[src/rtl/rtc_snap_pkg.sv]
package rtc_snap_pkg;
  localparam int SEC_W  = 6;
  localparam int MIN_W  = 6;
  localparam int HR_W   = 5;
  localparam int DAY_W  = 9;
  localparam int SEC_LAST = 59;
  localparam int MIN_LAST = 59;
  localparam int HR_LAST  = 23;

  localparam logic [3:0] IDX_SEC   = 4'h8;
  localparam logic [3:0] IDX_MIN   = 4'h9;
  localparam logic [3:0] IDX_HR    = 4'hA;
  localparam logic [3:0] IDX_DAYLO = 4'hB;
  localparam logic [3:0] IDX_DAYHI = 4'hC;

  localparam int HALT_BIT  = 6;
  localparam int CARRY_BIT = 7;

  typedef struct packed {
    logic adv;
    logic doLatch;
    logic wrSec;
    logic wrMin;
    logic wrHr;
    logic wrDayLo;
    logic wrDayHi;
  } rtcStrobes_t;
endpackage

[src/rtl/rtc_snap_ctrl.sv]
module rtc_snap_ctrl
  import rtc_snap_pkg::*;
#(
  parameter int TICKS_PER_SEC = 4
) (
  input  logic        clk,
  input  logic        rstN,
  input  logic        baseTick,
  input  logic        latchWr,
  input  logic [7:0]  latchData,
  input  logic [3:0]  regIdx,
  input  logic        regWr,
  input  logic        haltLive,
  output rtcStrobes_t strb
);
  localparam int PW = (TICKS_PER_SEC > 1) ? $clog2(TICKS_PER_SEC) : 1;
  localparam logic [PW-1:0] PRE_LAST = PW'(TICKS_PER_SEC - 1);

  logic [PW-1:0] preCnt;
  logic          armed;
  logic          anyWr;
  logic          tickDone;

  always_comb begin
    strb = '0;
    strb.wrSec   = regWr && (regIdx == IDX_SEC);
    strb.wrMin   = regWr && (regIdx == IDX_MIN);
    strb.wrHr    = regWr && (regIdx == IDX_HR);
    strb.wrDayLo = regWr && (regIdx == IDX_DAYLO);
    strb.wrDayHi = regWr && (regIdx == IDX_DAYHI);
    anyWr    = strb.wrSec | strb.wrMin | strb.wrHr | strb.wrDayLo | strb.wrDayHi;
    tickDone = baseTick && (preCnt == PRE_LAST);
    strb.adv     = tickDone && !haltLive && !anyWr;
    strb.doLatch = latchWr && (latchData == 8'h01) && armed;
  end

  always_ff @(posedge clk) begin
    if (!rstN) begin
      preCnt <= '0;
      armed  <= 1'b0;
    end else begin
      if (anyWr)
        preCnt <= '0;
      else if (baseTick && !haltLive)
        preCnt <= tickDone ? '0 : preCnt + 1'b1;
      if (latchWr)
        armed <= (latchData == 8'h00);
    end
  end

  // any counter write restarts the prescaler
  assert_pre_restart_R8: assert property (@(posedge clk) disable iff (!rstN)
    (regWr && regIdx >= IDX_SEC && regIdx <= IDX_DAYHI) |=> (preCnt == '0));
  // a latch event consumes the arming
  assert_latch_disarm_R7: assert property (@(posedge clk) disable iff (!rstN)
    strb.doLatch |=> !armed);
  // halt freezes the prescaler
  assert_pre_halt_R5: assert property (@(posedge clk) disable iff (!rstN)
    (haltLive && !regWr) |=> $stable(preCnt));
endmodule

[src/rtl/rtc_snap_dp.sv]
module rtc_snap_dp
  import rtc_snap_pkg::*;
(
  input  logic        clk,
  input  logic        rstN,
  input  rtcStrobes_t strb,
  input  logic [7:0]  regWrData,
  input  logic [3:0]  regIdx,
  input  logic        regRd,
  output logic        haltLive,
  output logic [7:0]  rdData
);
  logic [SEC_W-1:0] secLive, secSnap;
  logic [MIN_W-1:0] minLive, minSnap;
  logic [HR_W-1:0]  hrLive,  hrSnap;
  logic [DAY_W-1:0] dayLive, daySnap;
  logic             carryLive, carrySnap, haltSnap;

  logic secWrap, minWrap, hrWrap, dayWrap;
  logic [7:0] rdNext;

  always_comb begin
    secWrap = secLive >= SEC_W'(SEC_LAST);
    minWrap = minLive >= MIN_W'(MIN_LAST);
    hrWrap  = hrLive  >= HR_W'(HR_LAST);
    dayWrap = &dayLive;
  end

  always_ff @(posedge clk) begin
    if (!rstN) begin
      secLive   <= '0;
      minLive   <= '0;
      hrLive    <= '0;
      dayLive   <= '0;
      haltLive  <= 1'b0;
      carryLive <= 1'b0;
    end else begin
      if (strb.adv) begin
        secLive <= secWrap ? '0 : secLive + 1'b1;
        if (secWrap) begin
          minLive <= minWrap ? '0 : minLive + 1'b1;
          if (minWrap) begin
            hrLive <= hrWrap ? '0 : hrLive + 1'b1;
            if (hrWrap) begin
              dayLive <= dayLive + 1'b1;
              if (dayWrap) carryLive <= 1'b1;
            end
          end
        end
      end
      if (strb.wrSec)   secLive <= regWrData[SEC_W-1:0];
      if (strb.wrMin)   minLive <= regWrData[MIN_W-1:0];
      if (strb.wrHr)    hrLive  <= regWrData[HR_W-1:0];
      if (strb.wrDayLo) dayLive[7:0] <= regWrData;
      if (strb.wrDayHi) begin
        dayLive[8] <= regWrData[0];
        haltLive   <= regWrData[HALT_BIT];
        carryLive  <= regWrData[CARRY_BIT];
      end
    end
  end

  always_ff @(posedge clk) begin
    if (!rstN) begin
      secSnap   <= '0;
      minSnap   <= '0;
      hrSnap    <= '0;
      daySnap   <= '0;
      haltSnap  <= 1'b0;
      carrySnap <= 1'b0;
    end else if (strb.doLatch) begin
      secSnap   <= secLive;
      minSnap   <= minLive;
      hrSnap    <= hrLive;
      daySnap   <= dayLive;
      haltSnap  <= haltLive;
      carrySnap <= carryLive;
    end
  end

  always_comb begin
    unique case (regIdx)
      IDX_SEC:   rdNext = 8'(secSnap);
      IDX_MIN:   rdNext = 8'(minSnap);
      IDX_HR:    rdNext = 8'(hrSnap);
      IDX_DAYLO: rdNext = daySnap[7:0];
      IDX_DAYHI: rdNext = {carrySnap, haltSnap, 5'b0, daySnap[8]};
      default:   rdNext = 8'h00;
    endcase
  end

  always_ff @(posedge clk) begin
    if (!rstN) rdData <= 8'h00;
    else if (regRd) rdData <= rdNext;
  end

  // seconds wrap to zero at the top of the range
  assert_sec_wrap_R2: assert property (@(posedge clk) disable iff (!rstN)
    (strb.adv && secLive == SEC_W'(SEC_LAST)) |=> (secLive == '0));
  // overflow flag is sticky unless index $0C is written
  assert_carry_sticky_R4: assert property (@(posedge clk) disable iff (!rstN)
    (carryLive && !strb.wrDayHi) |=> carryLive);
  // full rollover raises the flag
  assert_carry_set_R4: assert property (@(posedge clk) disable iff (!rstN)
    (strb.adv && secWrap && minWrap && hrWrap && dayWrap) |=> carryLive);
  // halted clock with no writes keeps its counters
  assert_halt_freeze_R5: assert property (@(posedge clk) disable iff (!rstN)
    (haltLive && !(strb.wrSec | strb.wrMin | strb.wrHr | strb.wrDayLo | strb.wrDayHi))
      |=> ($stable(secLive) && $stable(minLive) && $stable(hrLive) && $stable(dayLive)));
  // snapshot only moves on a latch event
  assert_snap_hold_R6: assert property (@(posedge clk) disable iff (!rstN)
    !strb.doLatch |=> ($stable(secSnap) && $stable(minSnap) && $stable(hrSnap) && $stable(daySnap)));
  // seconds never leave 0-59 unless loaded out of range
  assert_sec_range_R2: assert property (@(posedge clk) disable iff (!rstN)
    (secLive <= SEC_W'(SEC_LAST) && !strb.wrSec) |=> (secLive <= SEC_W'(SEC_LAST)));
endmodule

[src/rtl/rtc_snap_top.sv]
module rtc_snap_top
  import rtc_snap_pkg::*;
#(
  parameter int TICKS_PER_SEC = 4
) (
  input  logic       clk,
  input  logic       rstN,
  input  logic       baseTick,
  input  logic       latchWr,
  input  logic [7:0] latchData,
  input  logic [3:0] regIdx,
  input  logic       regWr,
  input  logic [7:0] regWrData,
  input  logic       regRd,
  output logic [7:0] rdData
);
  rtcStrobes_t strb;
  logic        haltLive;

  rtc_snap_ctrl #(.TICKS_PER_SEC(TICKS_PER_SEC)) uCtrl (
    .clk(clk), .rstN(rstN), .baseTick(baseTick), .latchWr(latchWr),
    .latchData(latchData), .regIdx(regIdx), .regWr(regWr),
    .haltLive(haltLive), .strb(strb)
  );

  rtc_snap_dp uDp (
    .clk(clk), .rstN(rstN), .strb(strb), .regWrData(regWrData),
    .regIdx(regIdx), .regRd(regRd), .haltLive(haltLive), .rdData(rdData)
  );

  // read data only changes after a read strobe
  assert_rd_hold_R10: assert property (@(posedge clk) disable iff (!rstN)
    !regRd |=> $stable(rdData));
endmodule

[config.mk]
export PLATFORM = sky130hd
export DESIGN_NAME = rtc_snap_top
export DESIGN_NICKNAME = d
export VERILOG_FILES = /design/src/rtl/rtc_snap_pkg.sv /design/src/rtl/rtc_snap_ctrl.sv /design/src/rtl/rtc_snap_dp.sv /design/src/rtl/rtc_snap_top.sv
export SDC_FILE = /design/constraint.sdc
export NUM_CORES = 1
export LEC_CHECK = 0
export BUFFER_PORTS_ARGS = -buffer_cell sky130_fd_sc_hd__buf_4
export CORE_MARGIN = 2
export CORE_UTILIZATION = 45
export CTS_CLUSTER_SIZE = 10
export DETAILED_ROUTE_END_ITERATION = 10
export GPL_ROUTABILITY_DRIVEN = 0
export HOLD_SLACK_MARGIN = 0.1
export SKIP_CTS_REPAIR_TIMING = 1
export SLEW_MARGIN = 25
export SYNTH_ARGS = -nofsm -noshare
export SYNTH_HDL_FRONTEND = slang
export SYNTH_SLANG_ARGS = --single-unit
[constraint.sdc]
create_clock -name clk -period 5.2 [get_ports clk]
set_input_delay 0.52 -clock clk [delete_from_list [all_inputs] [get_ports clk]]
set_output_delay 0.52 -clock clk [all_outputs]
set_load 0.02 [all_outputs]
# Yosys cells after proc, flatten, opt, wreduce, memory -nomap -nowiden

Index checks and enable logic that the tools add are counted.

Output and inout bits: 8
Bits in registers: 67
Input bits: 26
Word-level logic and storage cells: 98

Reductions and logical operators: 36
Equal/unequal tests: 7
Bitwise operators: 5
$add $sub $neg: 5
Mux-type cells: 26
Order comparisons: 3

Operators by type and width:

| kind                                                 | number |
|---|---|
| two-way mux 6 bit                                    | 7 |
| case mux 8 bit (5 select lines)                      | 1 |
| two-way mux 9 bit                                    | 4 |
| nonzero test 2 bit                                   | 15 |
| two-way mux 5 bit                                    | 5 |
| equality test 4 bit (second input constant)          | 5 |
| adder 6 x 1 -> 6 bit (second input constant)         | 2 |
| >= comparator 6 bit (second input constant)          | 2 |
| logical AND 1 bit                                    | 11 |
| adder 9 x 1 -> 9 bit (second input constant)         | 1 |
| AND reduction 9 bit                                  | 1 |
| equality test 8 x 1 -> 1 bit (second input constant) | 1 |
| logical NOT 8 bit                                    | 1 |
| two-way mux 8 bit                                    | 1 |
| AND reduction 4 bit                                  | 2 |
| two-way mux 1 bit                                    | 7 |
| adder 5 x 1 -> 5 bit (second input constant)         | 1 |
| >= comparator 5 bit (second input constant)          | 1 |
| AND reduction 5 bit                                  | 1 |
| OR 1 bit                                             | 4 |
| AND reduction 3 bit                                  | 1 |
| adder 2 x 1 -> 2 bit (second input constant)         | 1 |
| equality test 2 bit (second input constant)          | 1 |
| logical NOT 1 bit                                    | 2 |
| other kinds (4)                                      | 4 |

# Depth between registers and ports, before layout

Gate-level depths: netlist of run 1.

Depth in word-level cells: 10
Depth in mapped cells: 7
Depth with buffers taken out: 7

# Cells and area by module

A second synthesis of run 1 with hierarchy kept.

Cells, all modules: 374
Area total of the unflattened synthesis: 3355.7 um^2

Modules (own cells, without submodules):

| module        | cells each | instances | area each (um^2) | seq. area each (um^2) |
|---|---|---|---|---|
| rtc_snap_dp   | 349        | 1         | 3119.2           | 1281.2 |
| rtc_snap_ctrl | 25         | 1         | 236.5            | 60.1 |

# Worst setup path before layout of run 1

OpenSTA, ideal clock, no wires.

Path type: input-to-reg
Start point: input regIdx[2]
End point: register uDp.dayLive[7]
Required time: 5126 ps
Stages on the path: 6
Library setup time: 74 ps
Path buffers: 1
Setup slack: 3296 ps
Data arrival time: 1830 ps
Cells stage by stage: buf_2 -> o21ai_2 -> a31oi_4 -> nand4_2 -> or4_1 -> a31oi_1

Longest elaborated chain between the ends: 10
Elaborated cells on any way between the ends: 22
Classes of those cells: eq/ne: 5; mux: 1; bitwise: 4; reduce/logical: 12

Ends and longest elaborated chain:

| element                                       | RTL line                                 | source |
|---|---|---|
| start, declared                               | rtc_snap_top.sv:11                       | `input logic [3:0] regIdx,` |
| equality test 4 bit, on equally long branches | rtc_snap_ctrl.sv:26, rtc_snap_ctrl.sv:27 |  |
| logical AND 1 bit, on equally long branches   | rtc_snap_ctrl.sv:26, rtc_snap_ctrl.sv:27 |  |
| OR 1 bit (4 in series)                        | rtc_snap_ctrl.sv:31                      | `anyWr = strb.wrSec \| strb.wrMin \| strb.wrHr \| strb.wrDayLo \| strb.wrDayHi;` |
| logical NOT 1 bit                             | rtc_snap_ctrl.sv:33                      | `strb.adv = tickDone && !haltLive && !anyWr;` |
| logical AND 1 bit                             | rtc_snap_ctrl.sv:33                      |  |
| nonzero test 2 bit (no source line)           | -                                        |  |
| AND reduction 4 bit (no source line)          | -                                        |  |
| end signal, assigned                          | rtc_snap_dp.sv:45                        | `dayLive <= dayLive + 1'b1;` |
| end signal, assigned                          | rtc_snap_dp.sv:54                        | `if (strb.wrDayLo) dayLive[7:0] <= regWrData;` |
| end, declared                                 | rtc_snap_dp.sv:16                        | `logic [DAY_W-1:0] dayLive, daySnap;` |

Parallel ways exist; a longest one is shown, timed or not.
A chain may end at the register's enable or synchronous reset.

# Final worst setup path of run 1

Start point: register uDp.hrLive[0]
End point: register uDp.dayLive[2]

Longest elaborated chain between the ends: 3

Ends and longest elaborated chain:

| element                              | RTL line          | source |
|---|---|---|
| start, declared                      | rtc_snap_dp.sv:15 | `logic [HR_W-1:0] hrLive, hrSnap;` |
| start signal, assigned               | rtc_snap_dp.sv:43 | `hrLive <= hrWrap ? '0 : hrLive + 1'b1;` |
| start signal, assigned               | rtc_snap_dp.sv:53 | `if (strb.wrHr) hrLive <= regWrData[HR_W-1:0];` |
| >= comparator 5 bit                  | rtc_snap_dp.sv:25 | `hrWrap = hrLive >= HR_W'(HR_LAST);` |
| nonzero test 2 bit (no source line)  | -                 |  |
| AND reduction 4 bit (no source line) | -                 |  |

No other way between the ends.

==> flow_metrics.env, run 1 <==
export IMPL_status="complete, no violations"
export IMPL_max_slew_worst_pin_slew_ns=0.831
export IMPL_worst_slack_ns=3.10
export IMPL_cts_root_buffer="clkbuf_8"
export IMPL_chipHeight_um=89.7
export IMPL_cts_num_sinks=67
export IMPL_wirelength_um=8590
export IMPL_cap_violations=0
export IMPL_rows=31
export IMPL_die_area_mm2=0.00804
export IMPL_fmax_ghz=0.475
export IMPL_fin_cells=501
export IMPL_ant_nets=0
export IMPL_core_mm2=0.00718
export IMPL_crit_cells=6
export IMPL_insertion_delay_ns=0.35
export IMPL_antenna_cells=0
export IMPL_grt_max_degree=46
export IMPL_syn2layout_area_growth_pct=17.5
export IMPL_endpoint_kind="flop"
export IMPL_clock_skew_final_ns=0.0107
export IMPL_worstPathCellList="ha_1 -> nor2_1 -> a21oi_2 -> nand4_2 -> or3_1 -> a31oi_1"
export IMPL_via_count=2904
export IMPL_cp_max_fo=9
export IMPL_slew_limit_headroom_pct=44.6
export IMPL_cp_start_kind="flop"
export IMPL_hold_depth=3
export IMPL_nets=429
export IMPL_crit_slowest_cell="dfxtp_1"
export IMPL_boundaryPins=34
export IMPL_place_ws_ns=3.05
export IMPL_power_leakage_nw=1.59
export IMPL_synth_edf_count=0
export IMPL_port_buffers=33
export IMPL_clk_pin_slew_ns=0.08
export IMPL_timing_final_hold_violations=0
export IMPL_ys_seq_elements=67
export IMPL_cpPeakStageDelay_ns=0.45
export IMPL_antenna_found_initial=0
export IMPL_finalSetupViolCount=0
export IMPL_dp_hpwl_um=5970
export IMPL_cts_tree="built"
export IMPL_cts_buffers=9
export IMPL_drc=0
export IMPL_finalCoreUtilization_pct=54.1
export IMPL_timing_final_crit_share_pct=40.5
export IMPL_grt_ovfl_total=0
export IMPL_drive_above_1_share_pct=15.9
export IMPL_hp_class="in -> reg"
export IMPL_htreeDepth=3
export IMPL_synth_distinct_cells=50
export IMPL_critPathTopFamily="simple AND/OR/NAND/NOR gates"
export IMPL_syn_num_nets=404
export IMPL_rsz0062_at_grt="no"
export IMPL_drtIter0Drc=145
export IMPL_track_usage_pct=22.7
export IMPL_synthCells=372
export IMPL_crit_required_ns=5.48
export IMPL_placed_cells=485
export IMPL_via_per_inst=5.80
export IMPL_rr_worst_depth=6
export IMPL_synthArstFlopShare_pct=0
export IMPL_fillers=683
export IMPL_power_w=0.00121
export IMPL_powerDensity_mw_per_mm2=312
export IMPL_avgSynthCellArea_um2=8.88
export IMPL_start_util_pct=46.0
export IMPL_setup_worst_path_class="reg -> reg"
export IMPL_grt_first_pass_wirelength_um=13700
export IMPL_drt_pass1_iter_count=4
export IMPL_yosys_warnings=0
export IMPL_vdd_drop_max_mv=0.147
export IMPL_wire_per_inst_um=17.1
export IMPL_fin_setup_tns_ns=0
export IMPL_die_w_um=89.7
export IMPL_worst_path_buf_inv=0
export IMPL_clockBufferDepth=2
export IMPL_grt_pass1_vias=2690
export IMPL_period_minus_slack_ns=2.10
export IMPL_synthFlopType="dfxtp_1"
export IMPL_netlist_area_mm2=0.00330
export IMPL_drv_slew=0
export IMPL_synth_seq_area_share_pct=40.6
export IMPL_arrival_ns=2.38
logic make-up after synthesis:
family / count (synthesis) / synth area share, %
simple gates: 142 / 21.9
compound gates: 87 / 16.9
flops: 67 / 40.6
mux: 39 / 13.7
buf+inv: 26 / 3.33
fa+ha+maj: 6 / 2.27
xor+xnor: 5 / 1.33
sequential cells by signal (all words and copies together) (netlist names):
signal,flops
uDp.daySnap,9
uDp.carrySnap,1
uCtrl.armed,1
uDp.secLive,6
uDp.haltSnap,1
uDp.minLive,6
uDp.secSnap,6
uCtrl.preCnt,2
uDp.hrSnap,5
uDp.rdData,8
uDp.dayLive,9
uDp.minSnap,6
uDp.carryLive,1
uDp.hrLive,5
uDp.haltLive,1
metrics by stage:
stage	hold WS, ns	cell area [um^2]
detailed placement	0.465	3590
global placement	0.459	3590
global route	0.448	3880
CTS	0.412	3880
finish	0.416	3880
floorplan	0.450	3300
worst min-delay path, cell delays in order:
cell	delay, ns
buf_4	0.08
mux2i_1	0.05
nor2_1	0.08
Yosys cell counts (2+ instances only):
library cell  count  share of area (%)
dfxtp_1          67                 41
nor2_1           45                5.1
mux2i_1          34                 10
a21oi_1          27                4.1
nand3_1          23                3.5
o21ai_0          22                3.3
nand2_1          20                2.3
clkbuf_1         12                1.4
a31oi_1          10                1.9
nand2b_1         10                1.9
nor3_1            8                1.2
and2_1            7                1.3
ha_1              6                2.3
nand3b_1          6                1.4
o211ai_1          6                1.4
buf_2             5               0.76
inv_1             5               0.57
mux4_2            5                3.4
nand4_1           4               0.76
nor4_1            4               0.76
o22ai_1           4               0.76
xor2_1            4                1.1
a32oi_1           3               0.80
nor3b_1           3               0.68
or3_1             3               0.57
clkbuf_2          2               0.30
nand4_2           2               0.76
nand4b_1          2               0.53
o2111a_1          2               0.68
cell usage in the layout (no fill, tap or decap), types with 7 or more instances in the layout:
cell type,synthesis,layout
dfxtp_1,67,67
buf_4,1,34
mux2i_1,34,34
nand2b_1,10,10
nor3_1,8,8
nor2_1,45,45
a21oi_1,27,27
clkbuf_8,0,9
o21ai_0,22,22
a31oi_1,10,10
nand2_1,20,20
nand3_1,23,23
and2_1,7,7
worst paths after layout:
path | from | end | slack [ns]
max reg2reg | uDp.hrLive[0] | uDp.dayLive[2] | 3.10
min | regWrData[6] | uDp.haltLive | 0.42
max | uDp.hrLive[0] | uDp.dayLive[2] | 3.10
min reg2reg | uDp.rdData[3] | uDp.rdData[3] | 0.47
metal layers:
layer  share of wire, %  wire length [um]  track usage [%]  vias up
li1                   -                 -                -     1413
met1                 48              4100             31.5     1388
met2                 45              3850             34.3       94
met3                6.2               533             3.84        9
met4                1.2               104             10.7        0
met5                  0                 0                0        -
where the power goes:
part | switching (W) | internal (W) | total (W)
Combinational | 0.0000350 | 0.0000243 | 0.0000593
Clock | 0.000214 | 0.000416 | 0.000629
Sequential | 0.00000624 | 0.000517 | 0.000524
cell type report:
cell class	instances	area (um^2)	share of cell area, %
Clock buffer	9	124	3.19
Clock inverter	7	164	4.22
Inverter	6	22.5	0.580
Multi-Input combinational cell	279	1850	47.7
Sequential cell	67	1340	34.5
Tap cell	99	124	3.19
Timing Repair Buffer	34	255	6.57
(Power assumes the default switching activity.)
==> run 2, diff against run 1 <==
Clock period 5.2 ns to 2.1 ns, I/O delays scaled along.
==> run 2 against run 1 <==
Clock power increased by 73%. Critical path depth unchanged. Cell area increased by 1.3%. Fmax increased by 6.5%. Non-clock buffer count increased by 16. Sequential share of layout area decreased by 0.44 points.
==> flow_metrics.env, run 2 (synthesis gave the netlist of run 1 again) <==
export IMPL_die_area_mm2=0.00804
export IMPL_track_usage_pct=23.3
export IMPL_drv_slew=0
export IMPL_arrival_ns=2.24
export IMPL_p_sw_w=0.000613
export IMPL_power_leakage_nw=1.63
export IMPL_cp_max_fo=8
export IMPL_timing_final_crit_share_pct=94.1
export IMPL_wire_per_inst_um=17.2
export IMPL_status="complete, no violations"
export IMPL_chipHeight_um=89.7
export IMPL_fmax_ghz=0.506
export IMPL_core_mm2=0.00718
export IMPL_worstPathCellList="ha_1 -> nor2_1 -> a21oi_4 -> nand4_2 -> or4_1 -> a31oi_1"
export IMPL_drtIter0Drc=285
export IMPL_setup_worst_path_class="reg -> reg"
export IMPL_p_clk_share_pct=42.7
export IMPL_nets=445
export IMPL_via_per_inst=5.78
export IMPL_crit_required_ns=2.37
export IMPL_placed_cells=501
export IMPL_cp_start_kind="flop"
export IMPL_vdd_drop_max_mv=0.343
export IMPL_htreeDepth=3
export IMPL_drt_pass1_iter_count=5
export IMPL_antenna_found_initial=0
export IMPL_dp_hpwl_um=6340
export IMPL_antenna_cells=0
export IMPL_fin_cells=517
export IMPL_grt_ovfl_total=0
export IMPL_start_util_pct=46.0
export IMPL_powerDensity_mw_per_mm2=646
export IMPL_cts_buffers=9
export IMPL_p_sw_share_pct=24.1
export IMPL_final_common_cell="dfxtp_1"
export IMPL_grt_first_pass_wirelength_um=14100
export IMPL_rsz0062_at_grt="yes"
export IMPL_cts_tree="built"
export IMPL_critPathTopFamily="simple AND/OR/NAND/NOR gates"
export IMPL_cap_violations=0
export IMPL_endpoint_kind="flop"
export IMPL_internal_power_w=0.00193
export IMPL_via_count=2987
export IMPL_die_w_um=89.7
export IMPL_hp_class="in -> reg"
export IMPL_final_cell_mix="dfxtp_1, buf_4, nor2_1, mux2i_1, a21oi_1"
export IMPL_slew_limit_headroom_pct=65.8
export IMPL_worst_path_buf_inv=0
export IMPL_top_regs="uDp.dayLive x9, uDp.daySnap x9, uDp.rdData x8"
export IMPL_max_slew_worst_pin_slew_ns=0.510
export IMPL_clk_pin_slew_ns=0.07
export IMPL_p_comb_share_pct=6.4
export IMPL_rows=31
export IMPL_clockBufferDepth=2
export IMPL_drive_above_1_share_pct=19.6
export IMPL_finalSetupViolCount=0
export IMPL_drc=0
export IMPL_cts_root_buffer="clkbuf_8"
export IMPL_clock_skew_final_ns=0.00892
export IMPL_timing_final_hold_violations=0
export IMPL_grt_max_degree=29
export IMPL_wirelength_um=8890
export IMPL_cts_num_sinks=67
export IMPL_boundaryPins=34
export IMPL_crit_slowest_cell="or4_1"
export IMPL_period_minus_slack_ns=1.98
export IMPL_insertion_delay_ns=0.34
export IMPL_power_w=0.00254
export IMPL_whs_ns=0.116
export IMPL_port_buffers=33
export IMPL_grt_pass1_vias=2768
export IMPL_seqPwrFrac_pct=50.9
export IMPL_ant_nets=0
export IMPL_syn2layout_area_growth_pct=19.1
export IMPL_cpPeakStageDelay_ns=0.52
[run 2: area by class of cell]
type | instances | area (um^2)
Sequential cell | 67 | 1340
Inverter | 6 | 22.5
Tap cell | 99 | 124
Multi-Input combinational cell | 279 | 1870
Clock inverter | 6 | 65.1
Fill cell | 686 | 3240
Timing Repair Buffer | 50 | 375
Clock buffer | 10 | 138
[run 2: path summary, 6_finish.rpt]
check	start	end	slack (ns)	cells after the start
worst max-delay path	uDp.hrLive[0]	uDp.dayLive[7]	0.12	6
worst min register to register	uDp.rdData[2]	uDp.rdData[2]	0.47	2
worst min-delay path	regWrData[6]	uDp.haltLive	0.12	3
worst max register to register	uDp.hrLive[0]	uDp.dayLive[7]	0.12	6
[run 2: power groups by stage]
stage,registers (W),clock network (W),logic (W)
global placement,0.00132,0,0.000160
floorplan,0.00132,0,0.0000825
CTS,0.00129,0.00110,0.000161
finish,0.00129,0.00109,0.000162
global route,0.00130,0.00116,0.000176
detailed placement,0.00132,0,0.000161
[run 2: per-stage QoR]
step	util [%]	instance area, um^2	setup TNS, ns	worst slack (ns)
after CTS	54.6	3920	0	0.0325
after global routing	54.8	3930	-0.0928	-0.0393
after detailed placement	51.8	3710	0	0.0573
final	54.8	3930	0	0.125
after floorplan	-	3300	0	0.251
after global placement	51.8	3710	0	0.142
[run 2: per-layer routing]
| metal | share of wire, % | up-vias | wire, um | GRT usage [%] |
|---|---|---|---|---|
| met5 | 0 | - | 0 | 0 |
| met4 | 1.3 | 0 | 116 | 8.28 |
| met3 | 5.6 | 10 | 495 | 4.94 |
| met2 | 46 | 113 | 4090 | 36.0 |
| met1 | 47 | 1413 | 4180 | 32.3 |
| li1 | - | 1451 | - | - |
[run 2: worst min-delay path, delay by kind of cell]
| family | cells | cell delay, ns |
|---|---|---|
| buf+inv | 1 | 0.08 |
| mux | 1 | 0.05 |
| simple gates | 1 | 0.07 |
